===== src/rtl/gpio_alt_pkg.sv =====
package gpio_alt_pkg;

    // Register addresses; the level register at 0 reads back mixed pin data.
    typedef enum logic [1:0] {
        SEL_LEVEL = 2'd0,
        SEL_DIR   = 2'd1,
        SEL_DRIVE = 2'd2,
        SEL_ALT   = 2'd3
    } reg_sel_e;

    // Write operation codes.
    typedef enum logic [1:0] {
        OP_WORD = 2'd0,
        OP_SET  = 2'd1,
        OP_CLR  = 2'd2,
        OP_FLIP = 2'd3
    } bit_op_e;

    localparam int NUM_REGS = 4;

endpackage


===== src/rtl/gpio_alt_sync.sv =====
module gpio_alt_sync #(
    parameter int W      = 16,
    parameter int STAGES = 2
) (
    input  logic         clk,
    input  logic         rst_n,
    input  logic [W-1:0] d,
    output logic [W-1:0] q
);

    logic [STAGES-1:0][W-1:0] stage_q;

    always_ff @(posedge clk or negedge rst_n) begin
        if (!rst_n) begin
            stage_q <= '0;
        end else begin
            stage_q[0] <= d;
            for (int s = 1; s < STAGES; s++) begin
                stage_q[s] <= stage_q[s-1];
            end
        end
    end

    assign q = stage_q[STAGES-1];

    AST_SYNC_ENTRY: assert property (@(posedge clk) disable iff (!rst_n)
        $past(rst_n) |-> stage_q[0] == $past(d));

    generate
        for (genvar s = 1; s < STAGES; s++) begin : g_chain_chk
            AST_SYNC_SHIFT: assert property (@(posedge clk) disable iff (!rst_n)
                $past(rst_n) |-> stage_q[s] == $past(stage_q[s-1]));
        end
    endgenerate

endmodule


===== src/rtl/gpio_alt_regs.sv =====
module gpio_alt_regs
    import gpio_alt_pkg::*;
#(
    parameter int W     = 16,
    parameter int IDX_W = 4
) (
    input  logic             clk,
    input  logic             rst_n,
    input  logic             wr,
    input  logic [1:0]       op,
    input  logic [1:0]       addr,
    input  logic [IDX_W-1:0] bit_idx,
    input  logic [W-1:0]     wdata,
    input  logic [W-1:0]     pin_sync,
    output logic [W-1:0]     level_q,
    output logic [W-1:0]     dir_q,
    output logic [W-1:0]     drive_q,
    output logic [W-1:0]     alt_q,
    output logic [W-1:0]     rdata
);

    logic [NUM_REGS-1:0][W-1:0] regs_q;

    function automatic logic [W-1:0] apply_op(
        input logic [W-1:0]     cur,
        input bit_op_e          code,
        input logic [IDX_W-1:0] idx,
        input logic [W-1:0]     wd
    );
        logic [W-1:0] mask;
        logic [W-1:0] res;
        mask = {{(W-1){1'b0}}, 1'b1} << idx;
        unique case (code)
            OP_WORD: res = wd;
            OP_SET:  res = cur | mask;
            OP_CLR:  res = cur & ~mask;
            OP_FLIP: res = cur ^ mask;
        endcase
        return res;
    endfunction

    always_ff @(posedge clk or negedge rst_n) begin
        if (!rst_n) begin
            regs_q <= '0;
        end else if (wr) begin
            for (int r = 0; r < NUM_REGS; r++) begin
                if (addr == r[1:0]) begin
                    regs_q[r] <= apply_op(regs_q[r], bit_op_e'(op), bit_idx, wdata);
                end
            end
        end
    end

    assign level_q = regs_q[SEL_LEVEL];
    assign dir_q   = regs_q[SEL_DIR];
    assign drive_q = regs_q[SEL_DRIVE];
    assign alt_q   = regs_q[SEL_ALT];

    always_comb begin
        unique case (reg_sel_e'(addr))
            SEL_LEVEL: rdata = (dir_q & level_q) | (~dir_q & pin_sync);
            SEL_DIR:   rdata = dir_q;
            SEL_DRIVE: rdata = drive_q;
            SEL_ALT:   rdata = alt_q;
        endcase
    end

    AST_RESET_CLEAR: assert property (@(posedge clk) disable iff (!rst_n)
        !$past(rst_n) |-> regs_q == '0);

    AST_WORD_LOAD: assert property (@(posedge clk) disable iff (!rst_n)
        (wr && op == OP_WORD && addr == SEL_DIR) |=> dir_q == $past(wdata));

    AST_BITOP_SINGLE: assert property (@(posedge clk) disable iff (!rst_n)
        (wr && op != OP_WORD) |=> $countones(regs_q ^ $past(regs_q)) <= 1);

endmodule


===== src/rtl/gpio_alt_drive.sv =====
module gpio_alt_drive #(
    parameter int W = 16
) (
    input  logic [W-1:0] dir_q,
    input  logic [W-1:0] drive_q,
    input  logic [W-1:0] alt_q,
    input  logic [W-1:0] level_q,
    input  logic [W-1:0] per_out,
    input  logic [W-1:0] per_oe,
    output logic [W-1:0] pin_out,
    output logic [W-1:0] pin_oe
);

    generate
        for (genvar i = 0; i < W; i++) begin : g_pin
            logic src_val;
            logic src_en;
            assign src_val    = alt_q[i] ? per_out[i] : level_q[i];
            assign src_en     = alt_q[i] ? per_oe[i]  : dir_q[i];
            // Open-drain pins only ever pull low.
            assign pin_oe[i]  = src_en & (~drive_q[i] | ~src_val);
            assign pin_out[i] = src_val & ~drive_q[i];
        end
    endgenerate

endmodule


===== src/rtl/gpio_alt_port.sv =====
module gpio_alt_port
    import gpio_alt_pkg::*;
#(
    parameter int PINS        = 16,
    parameter int SYNC_STAGES = 2,
    localparam int IDX_W      = (PINS > 1) ? $clog2(PINS) : 1
) (
    input  logic             clk,
    input  logic             rst_n,
    input  logic             bus_wr,
    input  logic [1:0]       bus_op,
    input  logic [1:0]       bus_addr,
    input  logic [IDX_W-1:0] bus_bit,
    input  logic [PINS-1:0]  bus_wdata,
    output logic [PINS-1:0]  bus_rdata,
    input  logic [PINS-1:0]  pin_in,
    output logic [PINS-1:0]  pin_out,
    output logic [PINS-1:0]  pin_oe,
    input  logic [PINS-1:0]  per_out,
    input  logic [PINS-1:0]  per_oe,
    output logic [PINS-1:0]  per_in
);

    logic [PINS-1:0] pin_sync;
    logic [PINS-1:0] level_q;
    logic [PINS-1:0] dir_q;
    logic [PINS-1:0] drive_q;
    logic [PINS-1:0] alt_q;

    gpio_alt_sync #(.W(PINS), .STAGES(SYNC_STAGES)) u_sync (
        .clk   (clk),
        .rst_n (rst_n),
        .d     (pin_in),
        .q     (pin_sync)
    );

    gpio_alt_regs #(.W(PINS), .IDX_W(IDX_W)) u_regs (
        .clk      (clk),
        .rst_n    (rst_n),
        .wr       (bus_wr),
        .op       (bus_op),
        .addr     (bus_addr),
        .bit_idx  (bus_bit),
        .wdata    (bus_wdata),
        .pin_sync (pin_sync),
        .level_q  (level_q),
        .dir_q    (dir_q),
        .drive_q  (drive_q),
        .alt_q    (alt_q),
        .rdata    (bus_rdata)
    );

    gpio_alt_drive #(.W(PINS)) u_drive (
        .dir_q   (dir_q),
        .drive_q (drive_q),
        .alt_q   (alt_q),
        .level_q (level_q),
        .per_out (per_out),
        .per_oe  (per_oe),
        .pin_out (pin_out),
        .pin_oe  (pin_oe)
    );

    assign per_in = pin_sync;

    AST_INPUT_HIZ: assert property (@(posedge clk) disable iff (!rst_n)
        (~dir_q & ~alt_q & pin_oe) == '0);

    AST_PP_FOLLOW: assert property (@(posedge clk) disable iff (!rst_n)
        ((dir_q & ~alt_q & ~drive_q) & ((pin_out ^ level_q) | ~pin_oe)) == '0);

    AST_OD_NO_HIGH: assert property (@(posedge clk) disable iff (!rst_n)
        (drive_q & pin_oe & pin_out) == '0);

    AST_ALT_ENABLE: assert property (@(posedge clk) disable iff (!rst_n)
        ((alt_q & ~drive_q) & (pin_oe ^ per_oe)) == '0);

endmodule


===== config.mk =====
export PLATFORM = sky130hd
export DESIGN_NAME = gpio_alt_port
export DESIGN_NICKNAME = d
export VERILOG_FILES = /design/src/rtl/gpio_alt_pkg.sv /design/src/rtl/gpio_alt_sync.sv /design/src/rtl/gpio_alt_regs.sv /design/src/rtl/gpio_alt_drive.sv /design/src/rtl/gpio_alt_port.sv
export SDC_FILE = /design/constraint.sdc
export NUM_CORES = 1
export LEC_CHECK = 0
export CAP_MARGIN = 20
export CORE_ASPECT_RATIO = 0.9
export CORE_MARGIN = 5
export CORE_UTILIZATION = 49
export CTS_CLUSTER_SIZE = 20
export DETAILED_ROUTE_END_ITERATION = 10
export PLACE_DENSITY = 0.81
export REMOVE_ABC_BUFFERS = 1
export SLEW_MARGIN = 20
export SYNTH_ARGS = -nofsm -noshare
export SYNTH_HDL_FRONTEND = slang
export SYNTH_SLANG_ARGS = --single-unit

===== constraint.sdc =====
create_clock -name clk -period 1.52 [get_ports clk]
set_input_delay 0.304 -clock clk [delete_from_list [all_inputs] [get_ports clk]]
set_output_delay 0.304 -clock clk [all_outputs]
set_load 0.005 [all_outputs]

==> results_dict.tcl <==
set metrics [dict create \
    cts.clk_slew.worst_paths_ps 70 \
    cp-start-kind "register" \
    cp.required_ps 1220 \
    grt.overflow.total 0 \
    vias_post_dr 7894 \
    post_synth_num_cell_types 31 \
    clock_sink_count 96 \
    syn_avg_cell_area_um2 10.30 \
    slew_violations 0 \
    hold_class "primary input to async pin" \
    portBuffers 138 \
    core_um2 16080 \
    avgRoutedWirePerCell_um 21.13 \
    drt-vias-per-instance 5.779 \
    die_span_y_um 131.0 \
    violations "negative setup slack" \
    clockRootBuffer "clkbuf_16" \
    cp.arrival_ps 1760 \
    p_leak_nw 6.494 \
    grt_util_all_layers_pct 28.77 \
    grt_start_max_net_pins 40 \
    antenna_violations_before_repair 1 \
    critPathMaxFanout 2 \
    synth-seq-cells 96 \
    detailed_routing_iterations_pass_1 5 \
    clk_latency_worst_skew_pair_ps 360 \
    worst-path-stages 3 \
    grt_first_pass_wirelength_um 42060 \
    finalPower_mw 13.27 \
    cp_cell_sequence "mux2_4, mux4_2, buf_6" \
    area_delta_synth_final_pct 55.39 \
    final_min_period_over_clock_period_pct 135.6 \
    worstSetupEndpointType "output port" \
    detailedPlace.worstSlack_ps -876.2 \
    detail_route.drc_violations 0 \
    synthXorXnorAreaFrac_pct 0 \
    grt_pass1_vias 8140 \
    htree_levels 3 \
    postRouteWirelength_um 28870 \
    setup_viol 42 \
    die_footprint_um2 18920 \
    post-place-cells 1283 \
    ys_warn_count 0 \
    arithmetic_cell_share_of_the_synthesized_area_counting_full_adders_half_adders_and_majority_gates_pct 20.10 \
    worstReg2RegStart "u_regs.alt_q[11]" \
    route.antenna.remaining_nets 0 \
    dp.final_hpwl_um 18360 \
    crit_path_top_delay_cell "mux4_2" \
    instances_no_fill 1366 \
    irDropWorstVdd_mv 0.6789 \
    critPathKind "register to output port" \
    cts.path.max_buffers 2 \
    complex_gate_fraction_of_the_synthesized_area_pct 16.25 \
    final_hold_viol_count 0 \
    max_freq_mhz 485.1 \
    synthFlopType "dfrtp_1" \
    pin_count 139 \
    post_route_cells_drive_above_1_share_pct 44.56 \
    finalInstanceArea_um2 12380 \
    timing.clock.skew_ps 5.330 \
    max_stage_delay_on_crit_path_ps 510 \
    synth-simple-area-share_pct 9.436 \
    synthArstFlopShare_pct 100.0 \
    crit_family "multiplexers" \
    synth-edff-count 0 \
    finalWorstSetupSlack_ps -541.3 \
    synth_top_family_by_area "adder cells" \
    fin_nets 1356 \
    timing.critical_path.buf_inv 1 \
    gpl.final_weighted_congestion 0.8690 \
    max_slew_margin_pct 54.14 \
    finalCriticalPeriod_ps 2061 \
    timing.rr.end "u_regs.alt_q[11]" \
    row_count 44 \
    fillers 974 \
    crit_start "u_regs.dir_q[6]" \
    start_util_pct 49.57 \
    cts_inserted_buffers 9 \
    netlist_instances 774 \
    power_per_unit_of_standard_cell_area_nw_per_um2 1072 \
    cts_tree "built" \
    rsz0062_at_grt "yes" \
    yosysSeqAreaShare_pct 30.15 \
    drt_first_iter_violations 479 \
    worst-slew-pin-transition_ps 686.3 \
    yosys-mux-area-fraction_pct 16.83 \
    chipWidth_um 144.4 \
    r2r.worst_path.cells 7 \
    post_dp_cell_area_um2 11060 \
    result_of_the_run "finished, violations left" \
    r2r_slack_ps 10 \
    cap_viol_max_count 0 \
    worst_setup_path_endpoint "bus_rdata[6]" \
    post_synth_design_cell_area_um2 7969 \
]
[worst reg2reg max path, cell delays in order (launching register included)]
cell      delay, ps
dfrtp_2         410
buf_6           120
buf_6           110
buf_6           100
inv_2            40
ha_4            160
a21o_1          200
a221oi_2        270
[cells in the mapped netlist (all sizes together), types with 4 or more instances]
library cell | n | area share, %
and2 | 4 | 0.31
a221oi | 64 | 8.2
o21ai | 28 | 1.8
nor2 | 100 | 5.0
dfrtp | 96 | 30
ha | 128 | 20
nor2b | 4 | 0.31
buf | 49 | 4.1
a21oi | 4 | 0.25
mux2i | 80 | 10
nand3 | 18 | 1.1
mux2 | 16 | 2.3
a21o | 64 | 6.0
mux4 | 16 | 4.5
nand2 | 27 | 1.3
inv | 64 | 3.0
[cell type report]
class | instances | area, um^2 | area share [%]
Multi-Input combinational cell | 563 | 5469 | 44.17
Timing Repair Buffer | 419 | 3650 | 29.47
Sequential cell | 96 | 2410 | 19.46
Inverter | 64 | 277.8 | 2.243
Tap cell | 207 | 259.0 | 2.092
Clock buffer | 13 | 250.2 | 2.021
Clock inverter | 3 | 65.06 | 0.5254
Antenna cell | 1 | 2.502 | 0.02021
[registers in the layout, summed over array words and instances (netlist names)]
name            cells
u_regs.dir_q       16
u_sync.stage_q     16
u_regs.drive_q     16
u_regs.alt_q       16
u_sync.q           16
u_regs.level_q     16
[what timing repair did]
item	CTS	global route
pin swaps	41	27
resized for setup	407	80
setup buffers	60	21
setup endpoints to repair	126	113
endpoints found under the hold margin	7	0
hold buffers	1	0
[cell families after synthesis]
kind of cell	after synthesis
buf+inv	115
flops	96
compound gates	160
fa+ha+maj	128
simple gates	163
mux	112
[metal layers]
layer	wire, um	track usage (%)
met3	1786	5.131
met4	1211	10.15
met5	0	0
met1	11490	36.04
met2	14390	50.04
[placed cells by master (no fill, tap or decap), types with 9 or more instances in the layout]
| cell | instances |
|---|---|
| clkbuf_16 | 9 |
| a221oi_2 | 28 |
| buf_4 | 204 |
| nand2_1 | 12 |
| ha_1 | 122 |
| clkdlybuf4s50_1 | 65 |
| buf_2 | 52 |
| a221oi_1 | 36 |
| mux2i_1 | 75 |
| buf_12 | 17 |
| inv_4 | 15 |
| mux4_2 | 16 |
| a21o_1 | 64 |
| dfrtp_1 | 90 |
| buf_6 | 64 |
| inv_1 | 41 |
| o21ai_2 | 19 |
| nand3_1 | 9 |
| dlygate4sd2_1 | 9 |
| nor2_1 | 91 |
| mux2_4 | 12 |
| nand2_2 | 9 |
[how the worst min path moves through the flow]
stage	start	to	depth (start not counted)
2_1_floorplan	rst_n	u_regs.alt_q[0]	0
3_3_place_gp	rst_n	u_sync.stage_q[15]	1
3_5_place_dp	rst_n	u_sync.stage_q[15]	1
4_1_cts	rst_n	u_regs.alt_q[14]	2
5_1_grt	rst_n	u_sync.stage_q[15]	2
6_report	rst_n	u_regs.alt_q[14]	2
[power breakdown]
part           internal, mW  switching (mW)  total, mW
clock network          1.49            1.03       2.52
registers              3.03           0.460       3.49
logic                  4.02            3.23       7.25
[per-stage QoR]
step	util (%)	setup TNS [ps]	hold slack, ps
CTS	74.95	-9420	315.3
detailed placement	68.77	-67660	153.7
floorplan	-	0	8.409
global placement	68.77	-63780	152.5
global route	77.03	-11480	333.2
finish	77.03	-9432	315.3
Power figures use the tool's default switching activity.
